**config.mk**
```make
export PLATFORM = sky130hd
export DESIGN_NAME = qsilu_act
export DESIGN_NICKNAME = d
export VERILOG_FILES = /design/src/rtl/qsilu_pkg.sv /design/src/rtl/qsilu_region.sv /design/src/rtl/qsilu_poly.sv /design/src/rtl/qsilu_requant.sv /design/src/rtl/qsilu_act.sv
export SDC_FILE = /design/constraint.sdc
export NUM_CORES = 1
export LEC_CHECK = 0
export BUFFER_PORTS_ARGS = -buffer_cell sky130_fd_sc_hd__buf_2
export CAP_MARGIN = 10
export CORE_MARGIN = 2
export CORE_UTILIZATION = 52
export CTS_CLUSTER_DIAMETER = 200
export DETAILED_ROUTE_END_ITERATION = 10
export MAX_ROUTING_LAYER = met4
export PLACE_DENSITY = 0.79
export SETUP_SLACK_MARGIN = 0.4
export SYNTH_ARGS = -nofsm -noshare
export SYNTH_HDL_FRONTEND = slang
export SYNTH_SLANG_ARGS = --single-unit
```
**constraint.sdc**
```tcl
create_clock -name clk -period 14.6 [get_ports clk]
set_input_delay 0.73 -clock clk [delete_from_list [all_inputs] [get_ports clk]]
set_output_delay 0.73 -clock clk [all_outputs]
set_load 0.1 [all_outputs]
```
**src/rtl/qsilu_pkg.sv**
```systemverilog
package qsilu_pkg;

    // Piecewise region of the activation curve.
    typedef enum logic [1:0] {
        RG_FLOOR = 2'd0,   // far negative: clamp to zero
        RG_NEG   = 2'd1,   // negative cubic, zero included
        RG_POS   = 2'd2,   // positive cubic
        RG_LIN   = 2'd3    // identity tail
    } region_e;

endpackage

```
**src/rtl/qsilu_region.sv**
```systemverilog
// Stage-one logic: picks the region and forms the threshold offset.
module qsilu_region
    import qsilu_pkg::*;
#(
    parameter int DATA_W = 8,
    parameter int NX_W   = 2,
    parameter int OFF_W  = 9
) (
    input  logic signed [DATA_W-1:0] x_i,
    input  logic        [NX_W-1:0]   nx_i,
    output region_e                  rg_o,
    output logic signed [OFF_W-1:0]  off_o
);

    logic signed [OFF_W-1:0] thr;
    logic signed [OFF_W-1:0] xe;

    always_comb begin
        thr   = OFF_W'(4) << nx_i;
        xe    = OFF_W'(x_i);
        rg_o  = RG_LIN;
        off_o = '0;
        if (xe < -thr) begin
            rg_o = RG_FLOOR;
        end else if (xe <= 0) begin
            rg_o  = RG_NEG;
            off_o = xe + thr;
        end else if (xe <= thr) begin
            rg_o  = RG_POS;
            off_o = xe - thr;
        end
    end

endmodule

```
**src/rtl/qsilu_poly.sv**
```systemverilog
// Stage-two logic: square of the offset and the cubic product.
module qsilu_poly
    import qsilu_pkg::*;
#(
    parameter int DATA_W = 8,
    parameter int NX_W   = 2,
    parameter int OFF_W  = 9,
    parameter int ACC_W  = 40
) (
    input  region_e                  rg_i,
    input  logic signed [DATA_W-1:0] x_i,
    input  logic signed [OFF_W-1:0]  off_i,
    input  logic        [NX_W-1:0]   nx_i,
    output logic signed [ACC_W-1:0]  prod_o
);

    logic signed [ACC_W-1:0] xe;
    logic signed [ACC_W-1:0] oe;
    logic signed [ACC_W-1:0] sq;
    logic signed [ACC_W-1:0] c3;

    always_comb begin
        xe = ACC_W'(x_i);
        oe = ACC_W'(off_i);
        sq = oe * oe;
        c3 = ACC_W'(1) << (2 * int'(nx_i) + 5);
        unique case (rg_i)
            RG_NEG:   prod_o = sq * xe;
            RG_POS:   prod_o = (c3 - sq) * xe;
            RG_LIN:   prod_o = xe;
            default:  prod_o = '0;
        endcase
    end

endmodule

```
**src/rtl/qsilu_requant.sv**
```systemverilog
// Stage-three logic: power-of-two rescale, zero-point and saturation.
module qsilu_requant
    import qsilu_pkg::*;
#(
    parameter int DATA_W = 8,
    parameter int NX_W   = 2,
    parameter int NY_W   = 3,
    parameter int ACC_W  = 40
) (
    input  region_e                  rg_i,
    input  logic signed [ACC_W-1:0]  prod_i,
    input  logic        [NX_W-1:0]   nx_i,
    input  logic        [NY_W-1:0]   ny_i,
    input  logic signed [DATA_W-1:0] zy_i,
    output logic signed [DATA_W-1:0] y_o
);

    localparam logic signed [ACC_W-1:0] SAT_HI = (ACC_W'(1) << (DATA_W - 1)) - 1;
    localparam logic signed [ACC_W-1:0] SAT_LO = -(ACC_W'(1) << (DATA_W - 1));

    int                      sh;
    int                      rsh;
    logic signed [ACC_W-1:0] half;
    logic signed [ACC_W-1:0] scaled;
    logic signed [ACC_W-1:0] sum;

    always_comb begin
        if (rg_i == RG_LIN) sh = int'(ny_i) - int'(nx_i);
        else                sh = int'(ny_i) - 3 * int'(nx_i) - 5;
        rsh  = 0;
        half = '0;
        if (sh >= 0) begin
            scaled = prod_i <<< sh;
        end else begin
            rsh    = -sh;
            half   = ACC_W'(1) << (rsh - 1);
            scaled = (prod_i + half) >>> rsh;
        end
        sum = scaled + ACC_W'(zy_i);
        if (rg_i == RG_FLOOR)  y_o = '0;
        else if (sum > SAT_HI) y_o = SAT_HI[DATA_W-1:0];
        else if (sum < SAT_LO) y_o = SAT_LO[DATA_W-1:0];
        else                   y_o = sum[DATA_W-1:0];
    end

endmodule

```
**src/rtl/qsilu_act.sv**
```systemverilog
// Three-stage quantized SiLU datapath: region, cubic, requantize.
module qsilu_act
    import qsilu_pkg::*;
#(
    parameter int DATA_W = 8,
    parameter int NX_W   = 2,
    parameter int NY_W   = 3,
    parameter int ACC_W  = 40
) (
    input  logic                     clk,
    input  logic                     rst,
    input  logic                     in_valid,
    input  logic signed [DATA_W-1:0] in_data,
    input  logic        [NX_W-1:0]   cfg_nx,
    input  logic        [NY_W-1:0]   cfg_ny,
    input  logic signed [DATA_W-1:0] cfg_zy,
    output logic                     out_valid,
    output logic signed [DATA_W-1:0] out_data
);

    localparam int NX_MAX = (1 << NX_W) - 1;
    localparam int THR_W  = NX_MAX + 4;
    localparam int OFF_W  = ((DATA_W > THR_W) ? DATA_W : THR_W) + 1;

    typedef struct packed {
        logic                     s1_vld;
        region_e                  s1_rg;
        logic signed [DATA_W-1:0] s1_x;
        logic signed [OFF_W-1:0]  s1_off;
        logic                     s2_vld;
        region_e                  s2_rg;
        logic signed [ACC_W-1:0]  s2_prod;
        logic                     o_vld;
        logic signed [DATA_W-1:0] o_y;
        logic        [NX_W-1:0]   nx;
        logic        [NY_W-1:0]   ny;
        logic signed [DATA_W-1:0] zy;
    } pipe_t;

    pipe_t st_d, st_q;

    logic                     busy;
    logic        [NX_W-1:0]   nx_eff;
    region_e                  rg1;
    logic signed [OFF_W-1:0]  off1;
    logic signed [ACC_W-1:0]  prod2;
    logic signed [DATA_W-1:0] y3;

    // Signals brought out for the bound checker.
    logic                     s1_vld_w, s2_vld_w;
    logic        [NX_W-1:0]   nx_w;
    logic        [NY_W-1:0]   ny_w;
    logic signed [DATA_W-1:0] zy_w;

    assign busy   = st_q.s1_vld | st_q.s2_vld;
    assign nx_eff = busy ? st_q.nx : cfg_nx;

    qsilu_region #(
        .DATA_W (DATA_W),
        .NX_W   (NX_W),
        .OFF_W  (OFF_W)
    ) u_region (
        .x_i   (in_data),
        .nx_i  (nx_eff),
        .rg_o  (rg1),
        .off_o (off1)
    );

    qsilu_poly #(
        .DATA_W (DATA_W),
        .NX_W   (NX_W),
        .OFF_W  (OFF_W),
        .ACC_W  (ACC_W)
    ) u_poly (
        .rg_i   (st_q.s1_rg),
        .x_i    (st_q.s1_x),
        .off_i  (st_q.s1_off),
        .nx_i   (st_q.nx),
        .prod_o (prod2)
    );

    qsilu_requant #(
        .DATA_W (DATA_W),
        .NX_W   (NX_W),
        .NY_W   (NY_W),
        .ACC_W  (ACC_W)
    ) u_requant (
        .rg_i   (st_q.s2_rg),
        .prod_i (st_q.s2_prod),
        .nx_i   (st_q.nx),
        .ny_i   (st_q.ny),
        .zy_i   (st_q.zy),
        .y_o    (y3)
    );

    always_comb begin
        st_d = st_q;
        // Settings frozen while stages one or two hold a sample.
        st_d.nx = nx_eff;
        st_d.ny = busy ? st_q.ny : cfg_ny;
        st_d.zy = busy ? st_q.zy : cfg_zy;
        // Stage one
        st_d.s1_vld = in_valid;
        st_d.s1_rg  = rg1;
        st_d.s1_x   = in_data;
        st_d.s1_off = off1;
        // Stage two
        st_d.s2_vld  = st_q.s1_vld;
        st_d.s2_rg   = st_q.s1_rg;
        st_d.s2_prod = prod2;
        // Stage three
        st_d.o_vld = st_q.s2_vld;
        st_d.o_y   = st_q.s2_vld ? y3 : st_q.o_y;
    end

    always_ff @(posedge clk) begin
        if (rst) st_q <= '0;
        else     st_q <= st_d;
    end

    assign out_valid = st_q.o_vld;
    assign out_data  = st_q.o_y;

    assign s1_vld_w = st_q.s1_vld;
    assign s2_vld_w = st_q.s2_vld;
    assign nx_w     = st_q.nx;
    assign ny_w     = st_q.ny;
    assign zy_w     = st_q.zy;

endmodule

```
# After elaboration in Yosys (flattened, before gate mapping)
# Index checks and enable logic that the tools add are counted.
[classes] add_sub_neg=12 multipliers=4 magnitude_cmp=6 n_eq_ne=4 shift=5 n_mux=11 n_bitwise=1 n_reduce_logical=3
[ops] operator="40-bit one-hot mux with 3 select lines" n=1
[ops] operator="1-bit by 32-bit << shifter with 40-bit output, first input constant" n=2
[ops] operator="40-bit adder" n=1
[ops] operator="40-bit by 8-bit adder with 40-bit output" n=1
[ops] operator="40-bit by 8-bit > comparator with 1-bit output, second input constant" n=1
[ops] operator="40-bit by 8-bit < comparator with 1-bit output, second input constant" n=1
[ops] operator="40-bit by 8-bit multiplier with 40-bit output" n=1
[ops] operator="40-bit two-way mux" n=1
[ops] operator="40-bit by 32-bit <<< shifter with 40-bit output" n=1
[ops] operator="40-bit by 32-bit >>> shifter with 40-bit output" n=1
[ops] operator="40-bit by 18-bit subtractor with 40-bit output" n=1
[ops] operator="32-bit by 1-bit greater-or-equal comparator with 1-bit output, second input constant" n=1
[ops] operator="32-bit two-way mux" n=1
[ops] operator="32-bit negation" n=1
[ops] operator="32-bit by 2-bit subtractor with 32-bit output, second input constant" n=1
[ops] operator="32-bit by 4-bit subtractor with 32-bit output, second input constant" n=1
[ops] operator="4-bit by 32-bit subtractor with 32-bit output" n=1
[ops] operator="18-bit by 8-bit multiplier with 26-bit output" n=1
[ops] operator="8-bit two-way mux" n=3
[ops] operator="9-bit by 9-bit multiplier with 18-bit output" n=1
[ops] operator="9-bit two-way mux" n=2
[ops] operator="8-bit by 9-bit adder with 9-bit output" n=1
[ops] operator="8-bit by 9-bit <= comparator with 1-bit output" n=1
[ops] operator="8-bit by 9-bit < comparator with 1-bit output" n=1
[ops] operator="15 further kinds" n=18
[word_totals] regBits=85 inputBits=24 wordCells=59

# Logic depth before layout (Yosys ltp)
# Gate-level depths: netlist of the first run.
[depth] depth_word=15 depth_mapped=55

# Modules after synthesis
# From an unflattened synthesis of the first run, not the netlist that was laid out.
[hier_totals] cells_unflattened=4183 hier_area_um2=32413.6
[by_module_without_submodules] mod="qsilu_poly" n_inst=1 cells_each=2083 area_each_um2=17651.9 seq_area_each_um2=0.0
[by_module_without_submodules] mod="qsilu_requant" n_inst=1 cells_each=1780 area_each_um2=11498.5 seq_area_each_um2=0.0
[by_module_without_submodules] mod="qsilu_act" n_inst=1 cells_each=228 area_each_um2=2600.0 seq_area_each_um2=1701.6
[by_module_without_submodules] mod="qsilu_region" n_inst=1 cells_each=92 area_each_um2=663.1 seq_area_each_um2=0.0

# Worst setup path after synthesis of the first run
# No wires, ideal clock.
[synth_path] path_kind="reg2reg" startpoint="reg st_q, in the netlist nx_w[1]" endpoint="reg st_q, in the netlist out_data[6]" setup_time_ps=59 arrival_ps=11416 setup_slack_ps=3126 stages_incl_launch_ff=50 synth_period_minus_slack_ps=11474 path_cell_list="dfxtp_1 inv_1 ha_1 inv_1 ha_1 ha_1 nand2_1 nand2_1 clkinv_1 buf_1 buf_1 ha_1 inv_1 a211oi_4 o21ai_2 xnor2_1 nand2_1 nor2_2 [... 14 more ...] a2bb2oi_1 a22o_1 a211oi_1 or4_1 and3_1 fa_1 nand2b_1 a21oi_1 o31ai_1 a21o_1 o311a_2 nor2_1 xnor2_2 nand4_1 or4b_1 or4b_4 a21oi_4 a311o_2"
[synth_via] elab_chain_len=15 word_cells_on_any_way=19 classes_between="add/sub: 7; mul: 1; order compare: 3; shift: 3; mux: 5"
[synth_rtl] item="start: declaration" line="qsilu_act.sv:40" text="pipe_t st_d, st_q;"
[synth_rtl] item="start signal: assignment" line="qsilu_act.sv:118" text="else st_q <= st_d;"
[synth_rtl] item="2-bit by 2-bit multiplier with 4-bit output" line="qsilu_requant.sv:29" text="else sh = int'(ny_i) - 3 * int'(nx_i) - 5;"
[synth_rtl] item="4-bit by 32-bit subtractor with 32-bit output" line="qsilu_requant.sv:29"
[synth_rtl] item="32-bit by 4-bit subtractor with 32-bit output" line="qsilu_requant.sv:29"
[synth_rtl] item="32-bit two-way mux *" line="qsilu_requant.sv:28" text="if (rg_i == RG_LIN) sh = int'(ny_i) - int'(nx_i);"
[synth_rtl] item="32-bit negation" line="qsilu_requant.sv:35" text="rsh = -sh;"
[synth_rtl] item="32-bit by 2-bit subtractor with 32-bit output" line="qsilu_requant.sv:36" text="half = ACC_W'(1) << (rsh - 1);"
[synth_rtl] item="1-bit by 32-bit << shifter with 40-bit output" line="qsilu_requant.sv:36"
[synth_rtl] item="40-bit adder" line="qsilu_requant.sv:37" text="scaled = (prod_i + half) >>> rsh;"
[synth_rtl] item="40-bit by 32-bit >>> shifter with 40-bit output" line="qsilu_requant.sv:37"
[synth_rtl] item="40-bit two-way mux *" line="qsilu_requant.sv:32" text="if (sh >= 0) begin"
[synth_rtl] item="40-bit by 8-bit adder with 40-bit output *" line="qsilu_requant.sv:39" text="sum = scaled + ACC_W'(zy_i);"
[synth_rtl] item="40-bit by 8-bit < comparator with 1-bit output" line="qsilu_requant.sv:42" text="else if (sum < SAT_LO) y_o = SAT_LO[DATA_W-1:0];"
[synth_rtl] item="8-bit two-way mux" line="qsilu_requant.sv:42"
[synth_rtl] item="8-bit two-way mux *" line="qsilu_requant.sv:41" text="else if (sum > SAT_HI) y_o = SAT_HI[DATA_W-1:0];"
[synth_rtl] item="8-bit two-way mux *" line="qsilu_requant.sv:40" text="if (rg_i == RG_FLOOR) y_o = '0;"
# Every way passes the cells marked *; elsewhere a longest branch is shown, timed or not.
# A chain may end at the register's enable or synchronous reset.

# Worst setup path after layout of the first run
# Same ends and word-level chain as after synthesis.

==> results.md, run 1 <==
* # diodes at 0
* CP Class: register to register
* Final setup violating endpoints at 0
* GRT Overall Usage at 0.3068
* Fmax at ~75 MHz
* Max-cap violations at 0
* R2R Path End: out_data[6]
* Sw Ratio at 0.5757
* DR DRC count at 0
* Hpwl dp at 73730 um
* Width of the die at around 250 um
* Critical Path Fanout Max at 21
* Rows at 90
* Wire length per cell at 19.67 um
* Longest Clk Path Bufs at 2
* Share of cells above drive strength 1 at 0.05199
* FILL cells at 5561
* CP endpoint kind: register
* Status: complete, no violations
* Unrepaired setup endpoints after global routing: false
* CTS Root Cell: clkbuf_16
* Setup Buffers After CTS at 0
* Post-Synth XOR/XNOR Area at 0.04911
* CTS tree: done
* Synth Warn # at 0
* DP Worst Slack at ~1200 ps
* Mean Syn Cell Area at 7.766 um^2
* Pre-antenna DRT Iters at 6
* Congestion Overflow GR at 0
* Post-synthesis mux area share at 0.03714
* # H-tree levels at 3
* Post-synthesis cell count at 4039
* Layout area overhead at 3.518%
* Period utilization at 0.9129
* Largest family of logic cells by synthesized area: adder cells
* Crit-path max cell delay at about 550 ps
* CTS clk-pin slew, worst paths at 70 ps
* Arrival time of the worst setup path at between 10000 and 15000 ps
* Worst hold-check path type: register to register
* Seq/Total Area, Yosys at 0.05425
* Min Tclk post-route at 13330 ps
* Post-synth ARST share at 0
* Largest net degree at the start of global routing at 71
* Delay-heaviest family, CP: compound AO/OA/AOI/OAI gates
* Global-route wire length before repair at 151600 um
* Clock sinks at 85
* WL final at 92940 um
* Worst setup SP type: register
* Worst reg-to-reg path cell count at 51
* Antenna viol nets, final at 0
* Cell mode on critical path: ha_1
* Post-Syn Area at 31370 um^2
* Port buffer count at 32
* Psw at 3.822 mW
* Compound-Gate Fraction of Synth Area at 0.1980
* Main synth FF type: dfxtp_1
* Clock share of power at 0.034
* Post-synth EDFFs at 0
* Critical path required time at 14900 ps
* Routed vias/inst at 6.131
* Final GP Congestion at 1.053
* Final std cells w/o fill at about 4700
* P_int at 2.817 mW
* CP Depth at a little over 50
* Synth Area in Simple Gates at 0.2163
* Final WS setup at 1272 ps
* Least-Margin Pin Slew at 1052 ps
* Core ar. at between 60000 and 70000 um^2
* CTS buffer count at 9
* Critical hold path startpoint: zy_w[7]
* Library cells used by synthesis at 109
* Clock Skew at 11.79 ps
* Combinational share of power at 0.917
* R2r setup slk at 1270 ps
* Die area at 62300 um^2
* Final #Nets at 4623
* Initial antenna violation count at 0
* Number of global-route vias before repair at 28180
* Buf/Inv on CP at 6
* Initial cell density of the core at 0.5226
* Inst Count DP at 4709
* Max Slew Vio Count at 0
* Setup TNS at 0 ps
* Hold depth at 2
* #FFs+latches synth at 85
* Final Hold Fails at 0
* Die Y at 249.6 um
* Sequential power share at 0.049
* Initial detailed-routing violation count at 2780
* Post-Synth Adder-Cell Area at 0.3545
* Pwr Density at 204.5 nW/um^2
* Clk Latency, worst-skew pair at 350 ps
* RR Startpoint: nx_w[1]
* Peak supply drop at 0.1944 mV
* Slew headroom at 0.2954
* Via count at slightly below 30000
* # IOs at 33
* Leakage at 14.79 nW
* CP max-delay cell: or4b_4
* Hold Path End: zy_w[7]
-- final cells by class --
type | instances | area (um^2) | area share
Sequential cell | 85 | 1707 | 0.05256
Clock inverter | 7 | 66.31 | 0.002042
Tap cell | 782 | 978.4 | 0.03013
Clock buffer | 9 | 225.2 | 0.006936
Timing Repair Buffer | 84 | 550.5 | 0.01696
Inverter | 531 | 1993 | 0.06139
Multi-Input combinational cell | 3227 | 26950 | 0.8300
-- how the worst max path moves through the flow --
stage                  from           to  slack (ps)
finish              nx_w[1]  out_data[6]        1270
global route        nx_w[0]  out_data[6]         420
CTS                 nx_w[1]  out_data[6]        1130
detailed placement  nx_w[1]  out_data[6]        1200
global placement    nx_w[0]  out_data[6]        1420
floorplan           nx_w[1]  out_data[6]        3130
-- cell usage in the layout (no fill, tap or decap), types with 26 or more instances in the layout --
master | netlist | routed
xnor2_1 | 123 | 119
o21a_1 | 28 | 28
nor2_1 | 280 | 277
inv_1 | 529 | 529
dfxtp_1 | 85 | 81
o211ai_1 | 42 | 42
a221oi_1 | 32 | 31
nand3_1 | 66 | 66
nand4_1 | 26 | 26
nand2_1 | 382 | 382
a31oi_1 | 43 | 43
a211oi_1 | 52 | 51
xor2_1 | 46 | 45
o21ai_0 | 161 | 160
buf_2 | 16 | 32
a21oi_1 | 244 | 243
ha_1 | 283 | 283
and2_1 | 239 | 239
nor2b_1 | 77 | 75
nand2b_1 | 74 | 74
nor3_1 | 69 | 69
buf_4 | 11 | 52
fa_1 | 378 | 378
a21o_1 | 65 | 65
mux2i_1 | 86 | 86
and3_1 | 31 | 31
-- sequential cells by signal, summed over array words and instances (netlist names) --
name / cells
out_data: 8
nx_w: 2
st_d: 2
out_valid: 1
s2_vld_w: 1
zy_w: 8
s1_vld_w: 1
ny_w: 3
st_q: 59
-- power groups by stage --
| stage | Combinational, mW | Clock (mW) | Sequential (mW) |
|---|---|---|---|
| global route | 6.82 | 0.237 | 0.325 |
| CTS | 6.00 | 0.227 | 0.321 |
| floorplan | 4.62 | 0 | 0.290 |
| detailed placement | 5.96 | 0 | 0.325 |
| finish | 6.09 | 0.225 | 0.325 |
| global placement | 5.88 | 0 | 0.325 |
-- tightest hold or removal path, delay by kind of cell (launching register included) --
kind / cells / cell delay, ps
simple gates: 1 / 50
flops: 1 / 310
compound gates: 1 / 60
-- timing repair --
item | in CTS | in global routing
resized for setup | 0 | 10
endpoints found under the setup margin | 0 | 11
hold buffers | 0 | 0
-- per-layer routing --
metal,GRT usage,part of all wire,up-vias,wire length (um)
met5,-,0,-,0
met4,0.1188,0.044,0,4080
met3,0.04109,0.081,242,7501
met2,0.4777,0.45,1280,42270
met1,0.4065,0.42,13940,39100
li1,-,-,13500,-
-- stage by stage --
stage	area (um^2)	power, mW	util	hold WS, ps
2_1_floorplan	31400	4.908	-	426.3
3_3_place_gp	32130	6.205	0.5354	444.7
3_5_place_dp	32130	6.282	0.5354	456.1
4_1_cts	32420	6.551	0.5402	466.2
5_1_grt	32470	7.384	0.5410	490.5
6_report	32470	6.640	0.5410	465.2
-- synth_stat cells (all sizes together) (11+ instances only) --
cell | n | share of area
a211o | 20 | 0.0056
a211oi | 54 | 0.013
a21o | 65 | 0.016
a21oi | 246 | 0.040
a221oi | 32 | 0.0089
a22oi | 16 | 0.0038
a31oi | 44 | 0.0090
and2 | 239 | 0.048
and3 | 32 | 0.0064
buf | 56 | 0.0091
clkbuf | 149 | 0.018
dfxtp | 85 | 0.054
fa | 378 | 0.24
ha | 283 | 0.11
inv | 529 | 0.063
mux2 | 13 | 0.0047
mux2i | 86 | 0.027
nand2 | 382 | 0.046
nand2b | 74 | 0.015
nand3 | 66 | 0.011
nand4 | 26 | 0.0052
nor2 | 281 | 0.034
nor2b | 77 | 0.015
nor3 | 71 | 0.012
nor4 | 21 | 0.0044
o211ai | 42 | 0.010
o21a | 28 | 0.0067
o21ai | 166 | 0.027
o21bai | 11 | 0.0026
o22ai | 25 | 0.0050
o311ai | 14 | 0.0045
o31ai | 18 | 0.0043
or2 | 20 | 0.0040
or3 | 20 | 0.0040
xnor2 | 126 | 0.036
xor2 | 46 | 0.013
-- kinds of logic (layout without fill, tap and decap cells) --
logic type,after synthesis,after routing
AOI/OAI and AO/OA,920,920
xor gates and xnor gates,172,172
adders and majority gates,662,662
buffers and inverters,736,631
DFF,85,85
muxes,106,106
other,1,10
and+or+nand+nor,1357,1357
Note: power is estimated with default switching activity, not from simulation.
==> run 2: changes to the inputs <==
Settings changed: PLACE_DENSITY 0.79 to 0.76.
==> run 2 against run 1 <==
Net effect:
- critical path depth is the same
- clock power increased by 9.3%
- fmax decreased by 1.1%
- global-route usage is 0.96 points higher
- core utilization increased by 0.067 points
- sequential share of layout area barely moved
- total power up 0.99%
- setup slack worse by 150 ps
- sequential power increased by 2%
- sequential cell count unchanged
- final area is 0.12% higher
- die area is the same
- largest cell class unchanged
- largest power group unchanged
==> results.md, run 2 (same netlist as run 1, synthesis figures left out) <==
* Clock Skew at 14.63 ps (was 11.79 ps)
* Crit-path max cell delay at 560 ps (was 550 ps)
* CTS clk-pin slew, worst paths at 70 ps (about the same)
* Setup TNS at 0 ps (unchanged)
* Layout area overhead at 3.646% (was 3.518%)
* Cell mode on critical path: ha_1 (unchanged)
* Status: complete, no violations (unchanged)
* Worst reg-to-reg path cell count at 51 (unchanged)
* Final GP Congestion at 1.037 (was 1.053)
* Largest net degree at the start of global routing at 71 (unchanged)
* Max-cap violations at 0 (unchanged)
* Width of the die at 249.6 um (unchanged)
* WL final at 96230 um (was 92940 um)
* Final setup violating endpoints at 0 (unchanged)
* Worst setup SP type: register (unchanged)
* Unrepaired setup endpoints after global routing: false (unchanged)
* Rows at 90 (unchanged)
* CP endpoint kind: register (unchanged)
* Leakage at 14.82 nW (was 14.79 nW)
* Wire length per cell at 20.35 um (was 19.67 um)
* Routed vias/inst at 6.176 (was 6.131)
* Max Slew Vio Count at 0 (unchanged)
* Max reg flops at 59 (unchanged)
* Hpwl dp at 76490 um (was 73730 um)
* Crit path from: nx_w[1] (unchanged)
* Share of cells above drive strength 1 at 0.05223 (was 0.05199)
* Final #Nets at 4624 (was 4623)
* Final Hold Fails at 0 (unchanged)
* Die Y at 249.6 um (unchanged)
* Initial detailed-routing violation count at 2890 (was 2780)
* Most frequent cells in the layout: 529 x inv_1, 382 x nand2_1, 378 x fa_1, 283 x ha_1, 278 x nor2_1 (was 529 x inv_1, 382 x nand2_1, 378 x fa_1, 283 x ha_1, 277 x nor2_1)
* Longest Clk Path Bufs at 2 (unchanged)
* # H-tree levels at 3 (unchanged)
* Overall Power at 6.705 mW (was 6.640 mW)
* Initial antenna violation count at 2 (was 0)
* # IOs at 33 (unchanged)
* CP Class: register to register (unchanged)
* Number of global-route vias before repair at 28730 (was 28180)
* RR Startpoint: nx_w[1] (unchanged)
* Critical hold path startpoint: s1_vld_w (was zy_w[7])
* CTS Root Cell: clkbuf_16 (unchanged)
* Period utilization at 0.9228 (was 0.9129)
* Worst hold-check path type: register to register (unchanged)
* CTS tree: done (unchanged)
* CP max-delay cell: or4b_4 (unchanged)
* Setup Buffers After CTS at 0 (unchanged)
* Hold depth at 1 (was 2)
* Clock sinks at 85 (unchanged)
* Fmax at 74.22 MHz (was 75.03 MHz)
* Congestion Overflow GR at 0 (unchanged)
* Clk Latency, worst-skew pair at 360 ps (was 350 ps)
* Initial cell density of the core at 0.5226 (unchanged)
* Peak supply drop at 0.1899 mV (was 0.1944 mV)
* Die area at 62300 um^2 (unchanged)
* Min Tclk post-route at 13470 ps (was 13330 ps)
* DR DRC count at 0 (unchanged)
* Hold Path End: s2_vld_w (was zy_w[7])
* Most common cell after layout, fill and taps aside: inv_1 (unchanged)
* R2R Path End: out_data[6] (unchanged)
* Core ar. at 60020 um^2 (unchanged)
* Global-route wire length before repair at 154900 um (was 151600 um)
* Critical Path Fanout Max at 19 (was 21)
* Top reg by flops: st_q (unchanged)
* GRT Overall Usage at 0.3164 (was 0.3068)
* Critical path required time at 14900 ps (about the same)
* Slew headroom at 0.2346 (was 0.2954)
* Least-Margin Pin Slew at 1144 ps (was 1052 ps)
* R2r setup slk at 1130 ps (was 1270 ps)
* CTS buffer count at 9 (unchanged)
* Port buffer count at 32 (unchanged)
* Pwr Density at 206.3 nW/um^2 (was 204.5 nW/um^2)
* Arrival time of the worst setup path at 13770 ps (was 13630 ps)
* Via count at 29200 (was 28970)
* Pre-antenna DRT Iters at 7 (was 6)
* Antenna viol nets, final at 0 (unchanged)
[run 2: power breakdown]
group	leakage [nW]	switching [mW]	internal [mW]	total, mW
logic	14.0	3.68	2.45	6.13
registers	0.696	0.0669	0.263	0.330
clock network	0.154	0.102	0.144	0.246
total	14.8	3.85	2.86	6.71
[run 2: repair_timing]
item	CTS	global route
resized for setup	0	8
setup endpoints to repair	0	8
hold buffers	0	0
[run 2: cell type report]
cell class	count	area, um^2
Sequential cell	85	1708
Tap cell	782	978.4
Antenna cell	2	5.005
Multi-Input combinational cell	3227	26950
Fill cell	5739	27510
Clock inverter	5	66.31
Timing Repair Buffer	85	558.0
Inverter	531	1993
Clock buffer	11	252.7
[run 2: worst max-delay path, delay by kind of cell (launching register included)]
family | cells | cell delay (ps)
AOI/OAI and AO/OA | 21 | 5460
and+or+nand+nor | 15 | 3890
adders and majority gates | 8 | 2430
buffers and inverters | 5 | 580
xor gates and xnor gates | 2 | 510
DFF | 1 | 490
[run 2: how the worst max path moves through the flow]
| stage | endpoint | slack (ps) | depth (start not counted) |
|---|---|---|---|
| after floorplan | out_data[6] | 3130 | 49 |
| after global placement | out_data[6] | 1320 | 53 |
| after detailed placement | out_data[6] | 970 | 49 |
| after CTS | out_data[6] | 920 | 49 |
| after global routing | out_data[4] | 400 | 50 |
| final | out_data[6] | 1130 | 51 |
[run 2: metal layers]
metal	routed length, um	up-vias	global-route usage
li1	-	13510	-
met1	40560	14190	0.4113
met2	44420	1257	0.5060
met3	6912	246	0.03546
met4	4337	0	0.1258
met5	0	-	-
[run 2: through the flow]
stage / utilization / cells / hold WS (ps) / cell area [um^2] / setup slack, ps
CTS: 0.5409 / 4726 / 470.1 / 32460 / 919.0
floorplan: - / 4048 / 426.3 / 31400 / 3126
global placement: 0.5355 / 4710 / 462.4 / 32140 / 1320
finish: 0.5416 / 4728 / 469.4 / 32510 / 1127
global route: 0.5416 / 4728 / 496.3 / 32510 / 398.9
detailed placement: 0.5355 / 4710 / 467.8 / 32140 / 973.3
